### config.mk
export PLATFORM = sky130hd
export DESIGN_NAME = periph_io_space
export DESIGN_NICKNAME = d
export VERILOG_FILES = /design/src/rtl/prs_pkg.sv /design/src/rtl/prs_addr_map.sv /design/src/rtl/prs_bit_rmw.sv /design/src/rtl/prs_regs.sv /design/src/rtl/periph_io_space.sv
export SDC_FILE = /design/constraint.sdc
export NUM_CORES = 1
export LEC_CHECK = 0
export CORE_MARGIN = 4
export CORE_UTILIZATION = 45
export DETAILED_ROUTE_END_ITERATION = 7
export DONT_BUFFER_PORTS = 1
export PLACE_DENSITY_LB_ADDON = 0.25
export SYNTH_ARGS = -nofsm -noshare
export SYNTH_HDL_FRONTEND = slang
export SYNTH_SLANG_ARGS = --single-unit
export TNS_END_PERCENT = 100
### constraint.sdc
create_clock -name clk_i -period 3 [get_ports clk_i]
set_input_delay 0.6 -clock clk_i [delete_from_list [all_inputs] [get_ports clk_i]]
set_output_delay 0.6 -clock clk_i [all_outputs]
set_load 0.02 [all_outputs]
### src/rtl/prs_pkg.sv
package prs_pkg;
  localparam int unsigned AW       = 6;
  localparam int unsigned DW       = 8;
  localparam int unsigned SPAN     = 1 << AW;
  localparam int unsigned BIT_SPAN = SPAN / 2;
  localparam int unsigned DM_BASE  = 32;

  typedef enum logic [1:0] {
    BOP_NONE = 2'b00,
    BOP_SET  = 2'b01,
    BOP_CLR  = 2'b10,
    BOP_TST  = 2'b11
  } bit_op_e;
endpackage

### src/rtl/prs_addr_map.sv
module prs_addr_map
  import prs_pkg::*;
#(
  parameter int unsigned DM_AW = 16
) (
  input  logic             clk_i,
  input  logic             rst_ni,
  input  logic [DM_AW-1:0] dm_addr_i,
  input  logic             dm_we_i,
  output logic             dm_hit_o,
  output logic [AW-1:0]    dm_idx_o,
  output logic             dm_wr_o,
  input  logic [AW-1:0]    bit_addr_i,
  output logic             bit_ok_o
);
  localparam logic [DM_AW-1:0] LO = DM_AW'(DM_BASE);
  localparam logic [DM_AW-1:0] HI = DM_AW'(DM_BASE + SPAN);

  logic [DM_AW-1:0] off;

  assign off      = dm_addr_i - LO;
  assign dm_hit_o = (dm_addr_i >= LO) && (dm_addr_i < HI);
  assign dm_idx_o = off[AW-1:0];
  assign dm_wr_o  = dm_we_i && dm_hit_o;
  assign bit_ok_o = bit_addr_i < AW'(BIT_SPAN);

  // a data write outside the window must never reach the register file
  assert_dm_window_R2: assert property (@(posedge clk_i) disable iff (!rst_ni)
    (dm_addr_i < LO || dm_addr_i >= HI) |-> !dm_wr_o);
endmodule

### src/rtl/prs_bit_rmw.sv
module prs_bit_rmw
  import prs_pkg::*;
(
  input  logic          clk_i,
  input  logic          rst_ni,
  input  logic [1:0]    op_i,
  input  logic [2:0]    sel_i,
  input  logic          addr_ok_i,
  input  logic [DW-1:0] rd_i,
  output logic          wr_o,
  output logic [DW-1:0] wdata_o,
  output logic          val_o,
  output logic          illegal_o
);
  bit_op_e       op;
  logic [DW-1:0] mask;
  logic          req;

  assign op   = bit_op_e'(op_i);
  assign mask = DW'(1) << sel_i;
  assign req  = op != BOP_NONE;

  assign illegal_o = req && !addr_ok_i;
  assign val_o     = req && addr_ok_i && rd_i[sel_i];

  always_comb begin
    wr_o    = 1'b0;
    wdata_o = rd_i;
    if (req && addr_ok_i) begin
      unique case (op)
        BOP_SET: begin wr_o = 1'b1; wdata_o = rd_i | mask;  end
        BOP_CLR: begin wr_o = 1'b1; wdata_o = rd_i & ~mask; end
        default: ;
      endcase
    end
  end

  assert_illegal_no_write_R10: assert property (@(posedge clk_i) disable iff (!rst_ni)
    illegal_o |-> !wr_o);
  assert_test_no_write_R9: assert property (@(posedge clk_i) disable iff (!rst_ni)
    (op_i == 2'b11) |-> !wr_o);
endmodule

### src/rtl/prs_regs.sv
module prs_regs
  import prs_pkg::*;
#(
  parameter int unsigned   NRD       = 3,
  parameter logic [AW-1:0] CTRL_IDX  = 6'h05,
  parameter logic [AW-1:0] STAT_IDX  = 6'h06,
  parameter logic [AW-1:0] IN_IDX    = 6'h07,
  parameter logic [AW-1:0] SCR_IDX   = 6'h2A,
  parameter logic [DW-1:0] STAT_MASK = 8'h0F
) (
  input  logic                    clk_i,
  input  logic                    rst_ni,
  input  logic                    wr_en_i,
  input  logic [AW-1:0]           wr_idx_i,
  input  logic [DW-1:0]           wr_data_i,
  input  logic [DW-1:0]           flag_set_i,
  input  logic [DW-1:0]           ext_in_i,
  input  logic [NRD-1:0][AW-1:0]  rd_idx_i,
  output logic [NRD-1:0][DW-1:0]  rd_data_o,
  output logic [DW-1:0]           ctrl_o
);
  logic [DW-1:0] ctrl_q, stat_q, scr_q, stat_set, stat_clr;

  function automatic logic [DW-1:0] rd_mux(input logic [AW-1:0] idx,
      input logic [DW-1:0] c, input logic [DW-1:0] s,
      input logic [DW-1:0] x, input logic [DW-1:0] p);
    logic [DW-1:0] r;
    r = '0;
    if (idx == CTRL_IDX) r = c;
    if (idx == STAT_IDX) r = s;
    if (idx == IN_IDX)   r = p;
    if (idx == SCR_IDX)  r = x;
    return r;
  endfunction

  for (genvar g = 0; g < NRD; g++) begin : g_rd
    assign rd_data_o[g] = rd_mux(rd_idx_i[g], ctrl_q, stat_q, scr_q, ext_in_i);
  end

  assign stat_set = flag_set_i & STAT_MASK;
  assign stat_clr = (wr_en_i && wr_idx_i == STAT_IDX) ? (wr_data_i & STAT_MASK) : '0;

  always_ff @(posedge clk_i or negedge rst_ni) begin
    if (!rst_ni) begin
      ctrl_q <= '0;
      stat_q <= '0;
      scr_q  <= '0;
    end else begin
      if (wr_en_i && wr_idx_i == CTRL_IDX) ctrl_q <= wr_data_i;
      if (wr_en_i && wr_idx_i == SCR_IDX)  scr_q  <= wr_data_i;
      stat_q <= (stat_q & ~stat_clr) | stat_set;
    end
  end

  assign ctrl_o = ctrl_q;

  assert_reserved_zero_R4: assert property (@(posedge clk_i) disable iff (!rst_ni)
    (stat_q & ~STAT_MASK) == '0);
  assert_flag_set_wins_R5: assert property (@(posedge clk_i) disable iff (!rst_ni)
    (flag_set_i & STAT_MASK) != '0 |=>
      (stat_q & $past(flag_set_i & STAT_MASK)) == $past(flag_set_i & STAT_MASK));
  assert_ctrl_write_R3: assert property (@(posedge clk_i) disable iff (!rst_ni)
    (wr_en_i && wr_idx_i == CTRL_IDX) |=> ctrl_q == $past(wr_data_i));
  assert_w1c_R4: assert property (@(posedge clk_i) disable iff (!rst_ni)
    (wr_en_i && wr_idx_i == STAT_IDX && flag_set_i == '0) |=>
      stat_q == ($past(stat_q) & ~$past(wr_data_i) & STAT_MASK));
endmodule

### src/rtl/periph_io_space.sv
module periph_io_space
  import prs_pkg::*;
#(
  parameter int unsigned DM_AW = 16
) (
  input  logic             clk_i,
  input  logic             rst_ni,
  input  logic             io_we_i,
  input  logic [5:0]       io_addr_i,
  input  logic [7:0]       io_wdata_i,
  output logic [7:0]       io_rdata_o,
  input  logic [1:0]       bit_op_i,
  input  logic [5:0]       bit_addr_i,
  input  logic [2:0]       bit_sel_i,
  output logic             bit_val_o,
  output logic             illegal_o,
  input  logic             dm_we_i,
  input  logic [DM_AW-1:0] dm_addr_i,
  input  logic [7:0]       dm_wdata_i,
  output logic [7:0]       dm_rdata_o,
  output logic             dm_hit_o,
  input  logic [7:0]       flag_set_i,
  input  logic [7:0]       ext_in_i,
  output logic [7:0]       ctrl_o
);
  localparam int unsigned NRD = 3;
  localparam int unsigned P_IO = 0, P_BIT = 1, P_DM = 2;

  logic [AW-1:0]          dm_idx, wr_idx;
  logic                   dm_wr, bit_ok, bit_wr, wr_en;
  logic [DW-1:0]          bit_wdata, wr_data;
  logic [NRD-1:0][AW-1:0] rd_idx;
  logic [NRD-1:0][DW-1:0] rd_data;

  prs_addr_map #(.DM_AW(DM_AW)) u_map (
    .clk_i, .rst_ni,
    .dm_addr_i, .dm_we_i,
    .dm_hit_o, .dm_idx_o(dm_idx), .dm_wr_o(dm_wr),
    .bit_addr_i, .bit_ok_o(bit_ok)
  );

  prs_bit_rmw u_rmw (
    .clk_i, .rst_ni,
    .op_i(bit_op_i), .sel_i(bit_sel_i), .addr_ok_i(bit_ok),
    .rd_i(rd_data[P_BIT]),
    .wr_o(bit_wr), .wdata_o(bit_wdata), .val_o(bit_val_o), .illegal_o
  );

  // fixed priority: port write, then bit rmw, then data write
  always_comb begin
    wr_en   = io_we_i | bit_wr | dm_wr;
    wr_idx  = dm_idx;
    wr_data = dm_wdata_i;
    if (io_we_i) begin
      wr_idx  = io_addr_i;
      wr_data = io_wdata_i;
    end else if (bit_wr) begin
      wr_idx  = bit_addr_i;
      wr_data = bit_wdata;
    end
  end

  assign rd_idx[P_IO]  = io_addr_i;
  assign rd_idx[P_BIT] = bit_addr_i;
  assign rd_idx[P_DM]  = dm_idx;

  prs_regs #(.NRD(NRD)) u_regs (
    .clk_i, .rst_ni,
    .wr_en_i(wr_en), .wr_idx_i(wr_idx), .wr_data_i(wr_data),
    .flag_set_i, .ext_in_i,
    .rd_idx_i(rd_idx), .rd_data_o(rd_data),
    .ctrl_o
  );

  assign io_rdata_o = rd_data[P_IO];
  assign dm_rdata_o = dm_hit_o ? rd_data[P_DM] : '0;

  assert_io_priority_R12: assert property (@(posedge clk_i) disable iff (!rst_ni)
    (io_we_i && io_addr_i == 6'h05) |=> ctrl_o == $past(io_wdata_i));
  assert_illegal_stable_R10: assert property (@(posedge clk_i) disable iff (!rst_ni)
    (illegal_o && !io_we_i && !dm_hit_o) |=> $stable(ctrl_o));
  assert_dm_miss_zero_R2: assert property (@(posedge clk_i) disable iff (!rst_ni)
    !dm_hit_o |-> dm_rdata_o == '0);
endmodule

# --- Yosys cells after proc, flatten, opt, wreduce, memory -nomap -nowiden ---
# Index checks and enable logic that the tools add are counted.
totals:
  regBits: 24
  output_inout_bits: 27
  elab_cells: 69
classes:
  n_addsub: 1
  n_lt_le_gt_ge: 4
  eq_ne: 17
  shifts: 1
  muxes: 24
  n_bitwise: 8
  reduce_logical: 11
op_table:
  columns: ["op", "n"]
  rows:
  - ["two-way mux 8 bit", 16]
  - ["equality test 6 x 3 -> 1 bit, second input constant", 11]
  - ["equality test 6 bit, second input constant", 4]
  - ["AND 8 bit", 2]
  - ["greater-or-equal comparator 16 x 6 -> 1 bit, second input constant", 1]
  - ["< comparator 16 x 7 -> 1 bit, second input constant", 1]
  - ["inverter 8 bit", 2]
  - ["one-hot mux 8 bit (2 select lines)", 1]
  - ["two-way mux 6 bit", 2]
  - ["logical AND 1 bit", 8]
  - ["bitwise OR 8 x 4 -> 8 bit", 1]
  - ["bitwise OR 8 bit", 1]
  - ["left shift 1 x 3 -> 8 bit, first input constant", 1]
  - ["< comparator 6 bit, second input constant", 1]
  - ["subtractor 6 bit, second input constant", 1]
  - ["< comparator 3 x 4 -> 1 bit, second input constant", 1]
  - ["two-way mux 4 bit", 1]
  - ["binary-select mux 1 bit (select 3 bit)", 1]
  - ["two-way mux 1 bit", 3]
  - ["equality test 2 x 1 -> 1 bit, second input constant", 1]
  - ["equality test 2 bit, second input constant", 1]
  - ["bitwise OR 1 bit", 2]
  - ["nonzero test 2 bit", 1]
  - ["OR reduction 2 bit", 1]
  - ["logical NOT 1 bit", 1]

# --- Depth between registers and ports, before layout ---
logic_depth:
  depth_word: 14
  depth_mapped: 9
  ltp_nobuf: 7

# --- Modules after synthesis ---
# A second synthesis with hierarchy kept.
hier_totals:
  hier_cells: 262
  hier_area_um2: 2402.3
modules_own_cells:
  columns: ["mod", "instances", "cells_per_inst", "area_each_um2", "seq_area_each_um2"]
  rows:
  - ["prs_regs", 1, 138, 1521.5, 500.5]
  - ["prs_bit_rmw", 1, 54, 402.9, 0.0]
  - ["periph_io_space", 1, 56, 366.6, 0.0]
  - ["prs_addr_map", 1, 14, 111.4, 0.0]

# --- Worst setup path before layout ---
# Ideal clock, no wire load.
synth_timing:
  path_kind: "input-to-output"
  from: "input bit_addr_i[3]"
  to: "output bit_val_o"
  t_arrival_ns: 2.482
  required_ns: 2.400
  path_slack_ns: -0.082
  path_stages: 5
  path_buffers: 0
  cell_sequence: "or4b_2 > a211oi_1 > nor2_1 > a21o_1 > a2111oi_2"
synth_via:
  elab_chain_cells: 8
  word_cells_on_any_way: 13
synth_rtl:
  columns: ["item", "line_no", "text"]
  rows:
  - ["from (decl)", "periph_io_space.sv:13", "input logic [5:0] bit_addr_i,"]
  - ["equality test 6 x 3 -> 1 bit", "prs_regs.sv:29", "if (idx == CTRL_IDX) r = c;"]
  - ["two-way mux 8 bit", "prs_regs.sv:29", null]
  - ["two-way mux 8 bit", "prs_regs.sv:30", "if (idx == STAT_IDX) r = s;"]
  - ["two-way mux 8 bit", "prs_regs.sv:31", "if (idx == IN_IDX) r = p;"]
  - ["two-way mux 8 bit", "prs_regs.sv:32", "if (idx == SCR_IDX) r = x;"]
  - ["binary-select mux 1 bit (select 3 bit)", "prs_bit_rmw.sv:24", "assign val_o = req && addr_ok_i && rd_i[sel_i];"]
  - ["two-way mux 1 bit (not written as such)", "prs_bit_rmw.sv:24", null]
  - ["logical AND 1 bit *", "prs_bit_rmw.sv:24", null]
  - ["to (decl)", "periph_io_space.sv:15", "output logic bit_val_o,"]
# Mark *: on every way between the ends. The rest lies on a longest branch, timed or not. The select of a mux whose other input is x is not followed.

# --- Worst setup path in the final report ---
# Ends and elaborated chain as after synthesis.

==> flow_summary.ini <==
[run_status]
status = finished, final reports clean

[timing]
rsz0062_at_grt = false
finalSetupTns_ps = 0
fin_crit_ps = 2920
skew_ps = 3.96
worst_pin_slew_ps = 517
max_clock_freq_mhz = 343
hold_viol_final = 0
slew_viol_final = 0
finalCritPeriodShare = 0.972
slew_headroom = 0.654
setup_viol = 0

[synthesis]
synth_edf_count = 0
synth_ff_type = dfrtp_1
syn_area_sq_mm = 0.00215
synthesis.nets = 337
synth_top_area_cell = dfrtp_1
syn_area_per_cell_sq_um = 8.10
ys_top_cells_by_count = nand2_1, nor2_1, dfrtp_1
synth.distinct_cells = 54
synth-async-reset-ratio = 1.00
synthTopCellsByArea = dfrtp_1, mux2_2, mux2i_1, a222oi_1, nand2_1
syn_inst = 265
synth_top_area_frac = 0.233
ys_seq_area_frac = 0.233
yosysWarnings = 0
ys_ff_latch = 20

[global_route]
first_global_vias = 2210
grt-ovfl-total = 0
grt_max_degree = 21
grt_pass1_wl_microns = 11100
antenna_found_initial = 0
grt_use_total = 0.228

[drt]
ant_nets = 0
routed_wl_microns = 6810
avgViaCountPerCell = 6.70
drc = 0
firstDrtPassIters = 5
wire_per_inst_microns = 20.3
drt-initial-drc-count = 190
vias = 2246

[clocking]
h-tree-depth = 1
cts_tree = yes
clockBufferDepth = 2
clock-sinks = 20
clk_pin_slew_worst_paths_ps = 80
cts_made_buffers = 3
postCtsHoldBufs = 0
clock_latency_ps = 260
cts_root_buffer = clkbuf_8

[layout]
final_core_util = 0.546
postLayoutCellArea_sq_mm = 0.00244
fill_cells = 424
final_nets = 356
area_delta_synth_final_pct = 13.8
drive_gt1_frac = 0.240
antenna_cells = 0

[critical_path]
cp_slowest_cell = or4b_2
rr_worst_depth = 6
crit_arrival_ps = 2320
cpPeakStageDelay_ps = 710
crit_type = in -> out
crit_path_end_kind = output pin
cp_max_fo = 4
crit_chain = or4b_2 -> a211oi_2 -> nor2_1 -> a21o_1 -> a2111oi_4 -> buf_4
worst_ep_required_time_ps = 2400
start_kind = input pin

[floorplanning]
die_w_microns = 77.1
die_area_sq_mm = 0.00594
pin_count = 96
core_area_sq_mm = 0.00447
std_cell_rows = 24
die_h_microns = 77.1
initial_core_util = 0.480

[placed_design]
gp_congestion = 0.889
placed_cell_area_sq_mm = 0.00238
dp_hpwl_microns = 5460
port_buffers = 0

[power_and_ir_drop]
powerDensity_mw_per_mm2 = 353
leakagePower_nw = 1.01
vdd_drop_max_uv = 378

[job]
cap_violations = 0

[worst_hold_path]
hp-class = in -> async
## power by group
| part | switching, W | internal, W |
|---|---|---|
| Clock | 0.0000948 | 0.000117 |
| Sequential | 0.000112 | 0.000320 |
| Combinational | 0.000105 | 0.000113 |
## cell type report
type | count | area, sq um | share of cell area
clock buffer | 4 | 55.1 | 0.0225
inverter | 19 | 71.3 | 0.0292
multi-input combinational | 210 | 1530 | 0.624
sequential | 20 | 500 | 0.205
tap | 52 | 65.1 | 0.0266
timing repair buffer | 30 | 225 | 0.0922
## critical path: cells and delay by family
family | cells | cell delay, ps
simple gates | 2 | 780
compound gates | 3 | 750
buf+inv | 1 | 200
## cell families (layout without fill, tap and decap cells)
logic type,Yosys count,after routing,share of synthesized area
and+or+nand+nor,101,101,0.262
AOI/OAI and AO/OA,73,73,0.259
buffers and inverters,35,53,0.0641
muxes,32,32,0.160
DFF,20,20,0.233
adders and majority gates,3,3,0.0175
xor gates and xnor gates,1,1,0.00408
## stage by stage
step	total power, W	std cells	worst slack (ps)	hold slack, ps
2_1_floorplan	0.000601	265	44.8	304
3_3_place_gp	0.000646	331	26.1	305
3_5_place_dp	0.000653	331	16.5	305
4_1_cts	0.000864	335	16.5	17.9
5_1_grt	0.000914	335	10.1	1.53
6_report	0.000862	335	84.1	21.7
## state kept, by name, summed over array words and instances (netlist names)
signal         flops
u_regs.ctrl_o      8
u_regs.scr_q       8
u_regs.stat_q      4
## per-layer routing
layer  part of all wire  vias up  global-route usage
li1                   -     1055                   -
met1               0.41     1065               0.306
met2               0.49      124               0.380
met3               0.10        2              0.0550
met4             0.0025        0              0.0320
met5                  0        -                   0
## worst paths after layout
check / startpoint / to / slack, ps
max: bit_addr_i[3] / bit_val_o / 80
min: rst_ni / u_regs.scr_q[7]$_DFFE_PN0P_ / 20
max reg2reg: u_regs.ctrl_o[1]$_DFFE_PN0P_ / u_regs.ctrl_o[1]$_DFFE_PN0P_ / 1040
min reg2reg: u_regs.scr_q[7]$_DFFE_PN0P_ / u_regs.scr_q[7]$_DFFE_PN0P_ / 580
max in group asynchronous: rst_ni / u_regs.scr_q[4]$_DFFE_PN0P_ / 2900
min in group clk_i: flag_set_i[1] / u_regs.stat_q[1]$_DFF_PN0_ / 460
## what timing repair did
| item | in CTS | in global routing |
|---|---|---|
| setup buffers | 0 | 0 |
| setup endpoints to repair | 0 | 1 |
| resized for setup | 0 | 1 |
## placed cells by master (no fill, tap or decap), drive strengths merged, types with 2 or more instances in the layout
cell type	n
buf	30
nand2	21
nor2	21
dfrtp	20
mux2	19
inv	18
nand3	15
mux2i	13
o21ai	12
a21oi	12
a222oi	8
and3	8
a211oi	7
a22oi	6
nor3	6
nor2b	5
a31oi	5
nand3b	5
a311oi	5
or3b	5
clkbuf	4
o211ai	3
ha	3
nor4	3
nor3b	2
nand2b	2
or3	2
a221o	2
a21o	2
o22ai	2
a41oi	2
Power figures use the tool's default switching activity.
